File: src/rtl/fb_seq_pkg.sv
package fb_seq_pkg;

  // Channel slots inside the sequencer
  localparam int CH_PROD = 0;
  localparam int CH_CONS = 1;
  localparam int NUM_CH  = 2;

  // Index width that stays at least one bit wide
  function automatic int safe_clog2(input int value);
    int w;
    w = $clog2(value);
    return (w < 1) ? 1 : w;
  endfunction

endpackage

File: src/rtl/fb_base_regs.sv
module fb_base_regs
  import fb_seq_pkg::*;
#(
  parameter int ADDR_W     = 32,
  parameter int NUM_FRAMES = 3,
  parameter int ALIGN_LOG2 = 24,
  localparam int SEL_W     = safe_clog2(NUM_FRAMES),
  localparam int SLOTS     = 1 << SEL_W,
  localparam int HI_W      = ADDR_W - ALIGN_LOG2
) (
  input  logic                    clk,
  input  logic                    rst_n,
  input  logic                    halted,
  input  logic                    cfg_we,
  input  logic [SEL_W-1:0]        cfg_sel,
  input  logic [ADDR_W-1:0]       cfg_data,
  output logic [SLOTS*ADDR_W-1:0] base_flat
);

  logic sel_valid;
  logic data_aligned;
  logic wr_ok;

  always_comb begin
    sel_valid    = ({1'b0, cfg_sel} < (SEL_W+1)'(NUM_FRAMES));
    data_aligned = (cfg_data[ALIGN_LOG2-1:0] == '0);
    wr_ok        = cfg_we && halted && sel_valid && data_aligned;
  end

  for (genvar g = 0; g < SLOTS; g++) begin : g_slot
    if (g < NUM_FRAMES) begin : g_live
      logic [HI_W-1:0] hi_q;
      logic [HI_W-1:0] hi_d;
      logic            hi_en;

      always_comb begin
        hi_en = wr_ok && (cfg_sel == SEL_W'(g));
        hi_d  = cfg_data[ADDR_W-1:ALIGN_LOG2];
      end

      always_ff @(posedge clk or negedge rst_n) begin
        if (!rst_n) begin
          hi_q <= '0;
        end else if (hi_en) begin
          hi_q <= hi_d;
        end
      end

      assign base_flat[g*ADDR_W +: ADDR_W] = {hi_q, {ALIGN_LOG2{1'b0}}};
    end else begin : g_pad
      assign base_flat[g*ADDR_W +: ADDR_W] = '0;
    end
  end

endmodule

File: src/rtl/fb_frame_ring.sv
module fb_frame_ring
  import fb_seq_pkg::*;
#(
  parameter int NUM_FRAMES = 3,
  parameter int RESET_IDX  = 0,
  localparam int IDX_W     = safe_clog2(NUM_FRAMES)
) (
  input  logic             clk,
  input  logic             rst_n,
  input  logic             adv,
  output logic [IDX_W-1:0] idx
);

  logic [IDX_W-1:0] idx_q;
  logic [IDX_W-1:0] idx_d;

  always_comb begin
    idx_d = idx_q;
    if (adv) begin
      if (idx_q == IDX_W'(NUM_FRAMES - 1)) begin
        idx_d = '0;
      end else begin
        idx_d = idx_q + 1'b1;
      end
    end
  end

  always_ff @(posedge clk or negedge rst_n) begin
    if (!rst_n) begin
      idx_q <= IDX_W'(RESET_IDX);
    end else begin
      idx_q <= idx_d;
    end
  end

  assign idx = idx_q;

endmodule

File: src/rtl/fb_line_walker.sv
module fb_line_walker
  import fb_seq_pkg::*;
#(
  parameter int ADDR_W        = 32,
  parameter int LINE_BYTES    = 7680,
  parameter int STRIDE_LOG2   = 13,
  parameter int LINES         = 1080,
  parameter int BURST_BYTES   = 128,
  parameter int BEAT_BYTES    = 4,
  localparam int OFF_W        = safe_clog2(LINE_BYTES),
  localparam int LINE_W       = safe_clog2(LINES),
  localparam int MAX_BEATS    = BURST_BYTES / BEAT_BYTES,
  localparam int BEAT_W       = safe_clog2(MAX_BEATS + 1),
  localparam int BEAT_SH      = $clog2(BEAT_BYTES)
) (
  input  logic              clk,
  input  logic              rst_n,
  input  logic              run,
  input  logic              restart,
  input  logic              step,
  input  logic [ADDR_W-1:0] base,
  output logic [ADDR_W-1:0] addr,
  output logic [BEAT_W-1:0] beats,
  output logic              line_end,
  output logic              frame_done
);

  localparam logic [OFF_W:0]    LINE_BYTES_C = (OFF_W+1)'(LINE_BYTES);
  localparam logic [OFF_W:0]    BURST_C      = (OFF_W+1)'(BURST_BYTES);
  localparam logic [LINE_W-1:0] LAST_LINE_C  = LINE_W'(LINES - 1);

  logic [OFF_W-1:0]  off_q,  off_d;
  logic [LINE_W-1:0] line_q, line_d;
  logic              done_q, done_d;
  logic              pos_en;

  logic [OFF_W:0]    remain;
  logic              last_burst;
  logic [OFF_W:0]    burst_bytes_now;

  always_comb begin
    remain          = LINE_BYTES_C - {1'b0, off_q};
    last_burst      = (remain <= BURST_C);
    burst_bytes_now = last_burst ? remain : BURST_C;
  end

  // Next-position logic
  always_comb begin
    off_d  = off_q;
    line_d = line_q;
    done_d = done_q;
    pos_en = 1'b0;
    if (!run || restart) begin
      off_d  = '0;
      line_d = '0;
      done_d = 1'b0;
      pos_en = 1'b1;
    end else if (step && !done_q) begin
      pos_en = 1'b1;
      if (last_burst) begin
        if (line_q == LAST_LINE_C) begin
          done_d = 1'b1;
        end else begin
          line_d = line_q + 1'b1;
          off_d  = '0;
        end
      end else begin
        off_d = off_q + OFF_W'(BURST_BYTES);
      end
    end
  end

  always_ff @(posedge clk or negedge rst_n) begin
    if (!rst_n) begin
      off_q  <= '0;
      line_q <= '0;
      done_q <= 1'b0;
    end else if (pos_en) begin
      off_q  <= off_d;
      line_q <= line_d;
      done_q <= done_d;
    end
  end

  logic [ADDR_W-1:0] line_part;

  always_comb begin
    line_part  = ADDR_W'(line_q) << STRIDE_LOG2;
    addr       = base + line_part + ADDR_W'(off_q);
    beats      = BEAT_W'(burst_bytes_now >> BEAT_SH);
    line_end   = last_burst;
    frame_done = done_q;
  end

endmodule

File: src/rtl/fb_addr_seq.sv
module fb_addr_seq
  import fb_seq_pkg::*;
#(
  parameter int ADDR_W      = 32,
  parameter int NUM_FRAMES  = 3,
  parameter int ALIGN_LOG2  = 24,
  parameter int LINE_BYTES  = 7680,
  parameter int STRIDE_LOG2 = 13,
  parameter int LINES       = 1080,
  parameter int BURST_BYTES = 128,
  parameter int BEAT_BYTES  = 4,
  localparam int SEL_W      = safe_clog2(NUM_FRAMES),
  localparam int SLOTS      = 1 << SEL_W,
  localparam int BEAT_W     = safe_clog2(BURST_BYTES / BEAT_BYTES + 1)
) (
  input  logic              clk,
  input  logic              rst_n,
  input  logic              run_en,
  input  logic              frame_sync,
  input  logic              cfg_we,
  input  logic [SEL_W-1:0]  cfg_sel,
  input  logic [ADDR_W-1:0] cfg_data,
  input  logic              wr_step,
  input  logic              rd_step,
  output logic [ADDR_W-1:0] wr_addr,
  output logic [BEAT_W-1:0] wr_beats,
  output logic              wr_line_end,
  output logic              wr_frame_done,
  output logic [SEL_W-1:0]  wr_frame_idx,
  output logic [ADDR_W-1:0] rd_addr,
  output logic [BEAT_W-1:0] rd_beats,
  output logic              rd_line_end,
  output logic              rd_frame_done,
  output logic [SEL_W-1:0]  rd_frame_idx
);

  logic [SLOTS*ADDR_W-1:0] base_flat;
  logic                    advance;

  assign advance = run_en && frame_sync;

  fb_base_regs #(
    .ADDR_W    (ADDR_W),
    .NUM_FRAMES(NUM_FRAMES),
    .ALIGN_LOG2(ALIGN_LOG2)
  ) base_regs_i (
    .clk      (clk),
    .rst_n    (rst_n),
    .halted   (!run_en),
    .cfg_we   (cfg_we),
    .cfg_sel  (cfg_sel),
    .cfg_data (cfg_data),
    .base_flat(base_flat)
  );

  logic [SEL_W-1:0]  ch_idx   [NUM_CH];
  logic              ch_step  [NUM_CH];
  logic [ADDR_W-1:0] ch_addr  [NUM_CH];
  logic [BEAT_W-1:0] ch_beats [NUM_CH];
  logic              ch_lend  [NUM_CH];
  logic              ch_done  [NUM_CH];

  assign ch_step[CH_PROD] = wr_step;
  assign ch_step[CH_CONS] = rd_step;

  // Producer starts one store ahead of the consumer
  for (genvar c = 0; c < NUM_CH; c++) begin : g_ch
    logic [ADDR_W-1:0] ch_base;

    fb_frame_ring #(
      .NUM_FRAMES(NUM_FRAMES),
      .RESET_IDX ((c == CH_PROD) ? 1 : 0)
    ) ring_i (
      .clk  (clk),
      .rst_n(rst_n),
      .adv  (advance),
      .idx  (ch_idx[c])
    );

    assign ch_base = base_flat[ch_idx[c]*ADDR_W +: ADDR_W];

    fb_line_walker #(
      .ADDR_W     (ADDR_W),
      .LINE_BYTES (LINE_BYTES),
      .STRIDE_LOG2(STRIDE_LOG2),
      .LINES      (LINES),
      .BURST_BYTES(BURST_BYTES),
      .BEAT_BYTES (BEAT_BYTES)
    ) walker_i (
      .clk       (clk),
      .rst_n     (rst_n),
      .run       (run_en),
      .restart   (advance),
      .step      (ch_step[c]),
      .base      (ch_base),
      .addr      (ch_addr[c]),
      .beats     (ch_beats[c]),
      .line_end  (ch_lend[c]),
      .frame_done(ch_done[c])
    );
  end

  assign wr_addr       = ch_addr[CH_PROD];
  assign wr_beats      = ch_beats[CH_PROD];
  assign wr_line_end   = ch_lend[CH_PROD];
  assign wr_frame_done = ch_done[CH_PROD];
  assign wr_frame_idx  = ch_idx[CH_PROD];
  assign rd_addr       = ch_addr[CH_CONS];
  assign rd_beats      = ch_beats[CH_CONS];
  assign rd_line_end   = ch_lend[CH_CONS];
  assign rd_frame_done = ch_done[CH_CONS];
  assign rd_frame_idx  = ch_idx[CH_CONS];

endmodule

File: config.mk
export PLATFORM = sky130hd
export DESIGN_NAME = fb_addr_seq
export DESIGN_NICKNAME = d
export VERILOG_FILES = /design/src/rtl/fb_seq_pkg.sv /design/src/rtl/fb_base_regs.sv /design/src/rtl/fb_frame_ring.sv /design/src/rtl/fb_line_walker.sv /design/src/rtl/fb_addr_seq.sv
export SDC_FILE = /design/constraint.sdc
export NUM_CORES = 1
export LEC_CHECK = 0
export BUFFER_PORTS_ARGS = -buffer_cell sky130_fd_sc_hd__buf_2
export CAP_MARGIN = 40
export CORE_ASPECT_RATIO = 0.5
export CORE_MARGIN = 2
export CORE_UTILIZATION = 56
export DETAILED_ROUTE_END_ITERATION = 8
export PLACE_DENSITY_LB_ADDON = 0.15
export REMOVE_ABC_BUFFERS = 1
export SLEW_MARGIN = 40
export SYNTH_ARGS = -nofsm -noshare
export SYNTH_HDL_FRONTEND = slang
export SYNTH_SLANG_ARGS = --single-unit
File: constraint.sdc
create_clock -name clk -period 3.19 [get_ports clk]
set_input_delay 0.4785 -clock clk [delete_from_list [all_inputs] [get_ports clk]]
set_output_delay 0.4785 -clock clk [all_outputs]
set_load 0.01 [all_outputs]
==> results of run 1 <==
[worst reg2reg max path, cell delays in order (launching register included)]
cell,delay [ns]
sky130_fd_sc_hd__dfrtp_1,0.49
sky130_fd_sc_hd__inv_1,0.13
sky130_fd_sc_hd__ha_1,0.34
sky130_fd_sc_hd__nor2b_1,0.16
sky130_fd_sc_hd__o21ai_0,0.11
sky130_fd_sc_hd__a21o_1,0.30
sky130_fd_sc_hd__buf_4,0.23
sky130_fd_sc_hd__or4_1,0.50
sky130_fd_sc_hd__a21oi_1,0.15
[how the worst max path moves through the flow]
stage	slack, ns	to	cells past startpoint	from
2_1_floorplan	0.79	g_ch[1].walker_i.line_q[3]	5	frame_sync
3_3_place_gp	0.75	wr_beats[5]	8	g_ch[0].walker_i.off_q[7]
3_5_place_dp	0.67	wr_beats[5]	8	g_ch[0].walker_i.off_q[7]
4_1_cts	0.31	wr_beats[5]	8	g_ch[0].walker_i.off_q[7]
5_1_grt	0.13	wr_beats[5]	8	g_ch[0].walker_i.off_q[7]
6_report	0.31	wr_beats[5]	8	g_ch[0].walker_i.off_q[7]
[metrics by stage]
step                      power, uW  std cells  util [%]  hold slack, ns
final                          2046        609     69.79          0.1559
after global routing           2139        609     69.79          0.2039
after detailed placement       1110        593     65.44          0.5166
after CTS                      2067        609     69.74          0.1657
after global placement         1109        593     65.44          0.5124
after floorplan                1000        394         -          0.1829
[registers in the layout (all words and copies together) (netlist names)]
signal / cells
base_regs_i.g_slot.g_live.hi_q: 24
g_ch.ring_i.idx: 4
g_ch.walker_i.frame_done: 2
g_ch.walker_i.line_q: 22
g_ch.walker_i.off_q: 12
[cell families (layout without fill, tap and decap cells)]
kind of cell               count (synthesis)  count (layout)  synth area share (%)
and+or+nand+nor                          142             142                 20.13
AOI/OAI and AO/OA                         99              99                 15.72
DFF                                       64              64                 40.94
buffers and inverters                     54             133                 7.798
muxes                                     44              44                 12.08
adders and majority gates                  8               8                 2.557
xor gates and xnor gates                   3               3                0.6713
other                                      1              24               0.09579
[layout by cell type, fill, tap and decap left out, types with 4 or more instances in the layout]
master,synthesis,final
sky130_fd_sc_hd__nor2b_1,5,4
sky130_fd_sc_hd__nor3_1,5,5
sky130_fd_sc_hd__nor4_1,7,7
sky130_fd_sc_hd__a21o_1,4,4
sky130_fd_sc_hd__ha_1,8,8
sky130_fd_sc_hd__o2bb2ai_1,6,6
sky130_fd_sc_hd__or3_1,9,9
sky130_fd_sc_hd__dfrtp_1,63,63
sky130_fd_sc_hd__nand3_1,10,10
sky130_fd_sc_hd__mux2_2,26,26
sky130_fd_sc_hd__buf_2,4,100
sky130_fd_sc_hd__mux2i_1,18,18
sky130_fd_sc_hd__a21oi_1,26,26
sky130_fd_sc_hd__buf_4,24,7
sky130_fd_sc_hd__nand2_1,44,44
sky130_fd_sc_hd__nor2_1,13,13
sky130_fd_sc_hd__nand4_1,11,11
sky130_fd_sc_hd__inv_1,10,10
sky130_fd_sc_hd__or4_1,11,11
sky130_fd_sc_hd__o31ai_1,10,10
sky130_fd_sc_hd__clkbuf_16,0,9
sky130_fd_sc_hd__nand2b_1,6,6
sky130_fd_sc_hd__conb_1,1,24
sky130_fd_sc_hd__o21ai_0,33,33
[routing by layer]
metal / up-vias / GRT usage, %
met4: 0 / 6.178
met1: 1645 / 31.65
met2: 126 / 41.11
met3: 4 / 6.975
met5: - / 0
li1: 1691 / -
[final cells by class]
cell class	count	share of cell area [%]
clock buffers	10	4.877
inverters	10	0.7996
clock inverters	6	1.279
repair buffers	107	11.78
well taps	92	2.452
flip-flops and latches	64	34.14
multi-input cells	320	44.67
[power breakdown]
group          switching (uW)  internal [uW]
logic                     105           82.3
registers                75.2            831
clock network             353            600
total                     533           1510
==> PnR_summary.wiki, run 1 <==
{| class="wikitable"
! Metric !! Value
|-
| Pin count of the biggest net entering global routing || 28
|-
| Final worst path period share || 90.23%
|-
| Fraction of layout instances using a drive strength above 1 || 29.40%
|-
| Setup bufs post-CTS || 0
|-
| Type of the setup path with the least slack || flip-flop to primary output
|-
| Top cell family by delay on the critical path || compound AO/OA/AOI/OAI gates
|-
| Core area || 6726 sq um
|-
| CTS H-tree depth || 3
|-
| Highest cell delay on the worst timing path || 0.54 ns
|-
| Post-placement setup slack || 0.6696 ns
|-
| Average footprint of a synthesized cell || 9.434 sq um
|-
| Count of buffers inserted at the top-level ports || 100
|-
| Global-route usage over all layers || 24.59%
|-
| Max Fanout on Critical Path || 24
|-
| Max-slew headroom at the worst pin || 54.85%
|-
| Number of cells traversed by the worst register-to-register path || 8
|-
| Final hold viol count || 0
|-
| FF/Latch Area || 1603 sq um
|-
| Vias in the first global route || 3,195
|-
| Max-Cap Viols || 0
|-
| Total clock buffers created by CTS || 9
|-
| Most used cell along the critical path || sky130_fd_sc_hd__inv_1
|-
| Clk Latency, worst-skew pair || 0.33 ns
|-
| Final net count || 561
|-
| Start of the worst register-to-register path || g_ch[1].walker_i.off_q[7]
|-
| Overall die width || 122.2 microns
|-
| Final Instance Area || 4695 sq um
|-
| Met3 layer wire length in the routed design || 570 microns
|-
| Data arrival, critical path || 2.40 ns
|-
| Detailed placement HPWL || 6191 microns
|-
| Highest routed metal layer || met4
|-
| Total power divided by cell area || 435.8 nW/um^2
|-
| Pin slew with the least headroom to its limit || 0.6773 ns
|-
| Starting DRT DRC Count || 175
|-
| R2R Setup Slk || 0.71 ns
|-
| Outcome || finished clean
|-
| Endpoint type of the worst setup path || primary output
|-
| Flip-flop and latch count after synthesis || 64
|-
| Antenna violations before repair || 0
|-
| Post-route minimum period || 2.878 ns
|-
| Area of the multi-input gates || 2097 sq um
|-
| Clock tree from TritonCTS || done
|-
| Top-Level Pins || 125
|-
| Number of detailed-routing iterations run before antenna repair || 4
|-
| Floorplan die area || 7717 sq um
|-
| Top post-synthesis cells by area || sky130_fd_sc_hd__dfrtp_1, sky130_fd_sc_hd__mux2_2, sky130_fd_sc_hd__mux2i_1
|-
| Overflow after GRT || 0
|-
| Post-CTS Hold Fix Bufs || 0
|-
| Dominant synthesized flop cell || sky130_fd_sc_hd__dfrtp_1
|-
| Post-layout worst setup margin || 0.3118 ns
|-
| RSZ-0062 raised after global routing || false
|-
| Count of filler cells inserted in the layout || 587
|-
| Share of flip-flops with an asynchronous set or reset || 100.0%
|-
| Last weighted congestion value of the routability-driven placer || 0.8332
|-
| Cell count after synthesis || 415
|-
| # clock sinks || 64
|-
| Count leader, synth || sky130_fd_sc_hd__dfrtp_1
|-
| Seq/Total Area, Yosys || 40.94%
|-
| Number of distinct library cells after synthesis || 53
|-
| Number of warning messages in the yosys log || 0
|-
| Post-synthesis cell type with the largest combined area || sky130_fd_sc_hd__dfrtp_1
|-
| Number of antenna repair diodes || 0
|-
| Worst-case clock buffer depth || 2
|-
| Chain of cells forming the critical path || inv_1 -> ha_1 -> and2_1 -> o211ai_1 -> a21o_1 -> inv_1 -> nand2_1 -> buf_2
|-
| Vias after detailed routing || 3,466
|-
| Final number of max-transition violations || 0
|-
| EDFF count, synth || 0
|-
| Initial Util || 58.20%
|-
| Final Skew || 0.005030 ns
|-
| Routed wire length per instance || 14.42 microns
|-
| Count of buffer and inverter cells on the critical path || 3
|-
| Total of endpoints with negative setup slack in the final report || 0
|-
| Worst IR Drop VDD || 0.3041 mV
|-
| Layout-stage area growth over the synthesis result || 19.91%
|-
| Wire length reported by the detailed router || 8783 microns
|-
| M1 WL || 4045 microns
|-
| Wire length of the first global-routing pass || 15,110 microns
|-
| Instance area after placement || 4402 sq um
|-
| Post-route setup TNS || 0 ns
|-
| Slowest stage cell, crit path || sky130_fd_sc_hd__a21o_1
|-
| Vias per cell || 5.691
|-
| Master cell of the clock root buffer || sky130_fd_sc_hd__clkbuf_16
|-
| Remaining number of nets flagged by the antenna check after routing || 0
|-
| Num rows || 21
|-
| Wire length on met2 || 4131 microns
|-
| Category of the worst setup path launch point || flip-flop
|-
| Worst reg2reg path endpoint || g_ch[1].walker_i.line_q[5]
|-
| Leak pwr || 0.002181 uW
|-
| Class of the worst hold path || primary input to async pin
|-
| Share of the synthesized area in the top cell type || 40.27%
|-
| Most frequent cells after synthesis || sky130_fd_sc_hd__dfrtp_1, sky130_fd_sc_hd__nand2_1, sky130_fd_sc_hd__o21ai_0
|-
| Count of instances resized after the clock tree is built || 0
|-
| Clock-pin slew reported for the worst setup and hold paths after clock tree synthesis || 0.06 ns
|-
| Die Y-Extent || 63.13 microns
|-
| # DRC || 0
|-
| Netlist area before placement || 3915 sq um
|-
| Maximum clock rate || 347.4 MHz
|-
| Data required, critical path || 2.71 ns
|}
Power figures use the tool's default switching activity.
==> run 2: changes to the inputs <==
Settings changed: PLACE_DENSITY set to 0.87, PLACE_DENSITY_LB_ADDON 0.15 to not set.
==> PnR_summary.wiki, run 2 (synthesis results as in run 1) <==
{| class="wikitable"
! Metric !! Value
|-
| Maximum clock rate || 332.7 MHz (was 347.4 MHz)
|-
| Net switching power of the design || 518.4 uW (was 533.1 uW)
|-
| Total of endpoints with negative setup slack in the final report || 0 (unchanged)
|-
| Top cell family by delay on the critical path || compound AO/OA/AOI/OAI gates (unchanged)
|-
| Count of buffers inserted at the top-level ports || 100 (unchanged)
|-
| Worst reg2reg path endpoint || g_ch[1].walker_i.line_q[7] (was g_ch[1].walker_i.line_q[5])
|-
| Slowest stage cell, crit path || sky130_fd_sc_hd__a21o_1 (unchanged)
|-
| Leak pwr || 0.002206 uW (was 0.002181 uW)
|-
| Master cell of the clock root buffer || sky130_fd_sc_hd__clkbuf_16 (unchanged)
|-
| Outcome || finished clean (unchanged)
|-
| CTS H-tree depth || 3 (unchanged)
|-
| Setup bufs post-CTS || 0 (unchanged)
|-
| Count of filler cells inserted in the layout || 540 (was 587)
|-
| Worst-case clock buffer depth || 2 (unchanged)
|-
| Chain of cells forming the critical path || inv_1 -> ha_1 -> and2_1 -> o211ai_1 -> a21o_1 -> inv_1 -> nand2_1 -> buf_2 (unchanged)
|-
| Final hold viol count || 0 (unchanged)
|-
| Final Skew || 0.003701 ns (was 0.005030 ns)
|-
| Post-CTS Hold Fix Bufs || 0 (unchanged)
|-
| Internal power contribution || 1677 uW (was 1513 uW)
|-
| Max Fanout on Critical Path || 24 (unchanged)
|-
| Type of the setup path with the least slack || flip-flop to primary output (unchanged)
|-
| Endpoint type of the worst setup path || primary output (unchanged)
|-
| Detailed placement HPWL || 6508 microns (was 6191 microns)
|-
| Starting DRT DRC Count || 307 (was 175)
|-
| Pin slew with the least headroom to its limit || 0.7034 ns (was 0.6773 ns)
|-
| Class of the worst hold path || primary input to async pin (unchanged)
|-
| Largest registers ranked by flip-flop count || base_regs_i.g_slot.g_live.hi_q x24, g_ch.walker_i.line_q x22, g_ch.walker_i.off_q x12 (unchanged)
|-
| Highest cell delay on the worst timing path || 0.57 ns (was 0.54 ns)
|-
| Cell Count Post-Placement || 592 (was 593)
|-
| Start of the worst register-to-register path || g_ch[1].walker_i.off_q[7] (unchanged)
|-
| Worst IR Drop VDD || 0.3296 mV (was 0.3041 mV)
|-
| Die Y-Extent || 63.13 microns (unchanged)
|-
| # DRC || 0 (unchanged)
|-
| Max reg flops || 24 (unchanged)
|-
| Vias per cell || 5.880 (was 5.691)
|-
| Overall die width || 122.2 microns (unchanged)
|-
| Non-filler instance count after layout || 607 (was 609)
|-
| Data required, critical path || 2.71 ns (about the same)
|-
| Clock-pin slew reported for the worst setup and hold paths after clock tree synthesis || 0.05 ns (was 0.06 ns)
|-
| Data arrival, critical path || 2.53 ns (was 2.40 ns)
|-
| Number of cells traversed by the worst register-to-register path || 8 (unchanged)
|-
| Antenna violations before repair || 0 (unchanged)
|-
| Final net count || 560 (was 561)
|-
| Routed wire length per instance || 15.67 microns (was 14.42 microns)
|-
| Last weighted congestion value of the routability-driven placer || 0.9199 (was 0.8332)
|-
| Register containing the most flip-flops in the final layout || base_regs_i.g_slot.g_live.hi_q (unchanged)
|-
| Most frequent standard cell in the layout excluding fill and tap cells || sky130_fd_sc_hd__buf_2 (unchanged)
|-
| Part of the total power dissipated in sequential elements || 41.3% (was 44.3%)
|-
| Number of antenna repair diodes || 0 (unchanged)
|-
| Remaining number of nets flagged by the antenna check after routing || 0 (unchanged)
|-
| Wire length of the first global-routing pass || 15,840 microns (was 15,110 microns)
|-
| # clock sinks || 64 (unchanged)
|-
| Count of buffer and inverter cells on the critical path || 3 (unchanged)
|-
| Global-route usage over all layers || 25.83% (was 24.59%)
|-
| Top-Level Pins || 125 (unchanged)
|-
| Proportion of total power due to net switching || 23.61% (was 26.06%)
|-
| Total clock buffers created by CTS || 9 (unchanged)
|-
| Clk Latency, worst-skew pair || 0.33 ns (about the same)
|-
| Wire length reported by the detailed router || 9510 microns (was 8783 microns)
|-
| RSZ-0062 raised after global routing || false (unchanged)
|-
| Vias after detailed routing || 3,569 (was 3,466)
|-
| Number of detailed-routing iterations run before antenna repair || 5 (was 4)
|-
| R2R Setup Slk || 0.69 ns (was 0.71 ns)
|-
| Final number of max-transition violations || 0 (unchanged)
|-
| Final worst path period share || 94.22% (was 90.23%)
|-
| Category of the worst setup path launch point || flip-flop (unchanged)
|-
| Post-route minimum period || 3.006 ns (was 2.878 ns)
|-
| Overflow after GRT || 0 (unchanged)
|-
| Fraction of layout instances using a drive strength above 1 || 29.32% (was 29.40%)
|-
| Clock tree from TritonCTS || done (unchanged)
|-
| Floorplan die area || 7717 sq um (unchanged)
|-
| Comb pwr share || 8.6% (was 9.2%)
|-
| Commonest non-fill, non-tap cells in the layout || sky130_fd_sc_hd__buf_2, sky130_fd_sc_hd__dfrtp_1, sky130_fd_sc_hd__nand2_1 (unchanged)
|-
| Pin count of the biggest net entering global routing || 30 (was 28)
|-
| Most used cell along the critical path || sky130_fd_sc_hd__inv_1 (unchanged)
|-
| Post-route setup TNS || 0 ns (unchanged)
|-
| Vias in the first global route || 3,423 (was 3,195)
|-
| Count of instances resized after the clock tree is built || 0 (unchanged)
|-
| Power share of the clock group || 50.1% (was 46.6%)
|-
| Layout-stage area growth over the synthesis result || 21.03% (was 19.91%)
|-
| Total power divided by cell area || 463.3 nW/um^2 (was 435.8 nW/um^2)
|-
| Num rows || 21 (unchanged)
|-
| Max-slew headroom at the worst pin || 53.11% (was 54.85%)
|-
| Initial Util || 58.20% (unchanged)
|-
| Core area || 6726 sq um (unchanged)
|-
| Max-Cap Viols || 0 (unchanged)
|}
run 2: cell types whose count changed in the layout (fill, tap and decap cells not counted):
cell | before | now
sky130_fd_sc_hd__buf_4 | 7 | 6
sky130_fd_sc_hd__bufinv_16 | 1 | 2
sky130_fd_sc_hd__clkbuf_1 | 1 | 0
sky130_fd_sc_hd__clkbuf_8 | 0 | 4
sky130_fd_sc_hd__clkinv_2 | 3 | 0
sky130_fd_sc_hd__clkinvlp_4 | 2 | 0
run 2: cell type report:
| cell class | instances | area (sq um) | area share [%] |
|---|---|---|---|
| Multi-Input combinational cell | 320 | 2097 | 44.26 |
| Clock buffer | 13 | 280.3 | 5.915 |
| Inverter | 10 | 37.54 | 0.7922 |
| Tap cell | 92 | 115.1 | 2.429 |
| Clock inverter | 2 | 60.06 | 1.267 |
| Timing Repair Buffer | 106 | 545.5 | 11.51 |
| Sequential cell | 64 | 1603 | 33.83 |
run 2: power groups by stage:
stage,Sequential [uW],Clock [uW],Combinational [uW]
after floorplan,905,0,95.4
after global placement,917,0,184
after detailed placement,919,0,188
after CTS,905,1120,189
after global routing,911,1150,211
final,907,1100,189
run 2: worst max-delay path by stage:
stage,slack (ns),cells after the start,endpoint,startpoint
floorplan,0.79,5,g_ch[1].walker_i.line_q[3],frame_sync
global placement,0.74,8,wr_beats[5],g_ch[0].walker_i.off_q[7]
detailed placement,0.63,8,wr_beats[5],g_ch[0].walker_i.off_q[7]
CTS,0.23,8,wr_beats[5],g_ch[0].walker_i.off_q[7]
global route,0.03,8,wr_beats[5],g_ch[0].walker_i.off_q[7]
finish,0.18,8,wr_beats[5],g_ch[0].walker_i.off_q[7]
run 2: per-layer routing:
metal  GRT usage (%)  vias to the layer above  part of all wire (%)
met4           10.63                        0                  0.97
met5               0                        -                     0
li1                -                     1697                     -
met3           5.344                       10                   6.4
met2           43.75                      145                    48
met1           32.36                     1717                    44
run 2: per-stage QoR:
stage	worst slack [ns]	total power [uW]	utilization (%)	hold slack [ns]	instance area, sq um
after floorplan	0.7869	1000	-	0.1829	3734
after global placement	0.7369	1101	65.33	0.5121	4394
after detailed placement	0.6308	1107	65.33	0.5215	4394
after CTS	0.2326	2213	70.39	0.1899	4735
after global routing	0.03420	2274	70.44	0.2353	4738
final	0.1844	2195	70.44	0.1825	4738
run 2: worst reg2reg max path: cells and delay by family (launching register included):
kind / cells / cell delay, ns
and+or+nand+nor: 2 / 0.79
AOI/OAI and AO/OA: 3 / 0.54
DFF: 1 / 0.48
buffers and inverters: 2 / 0.37
adders and majority gates: 1 / 0.25
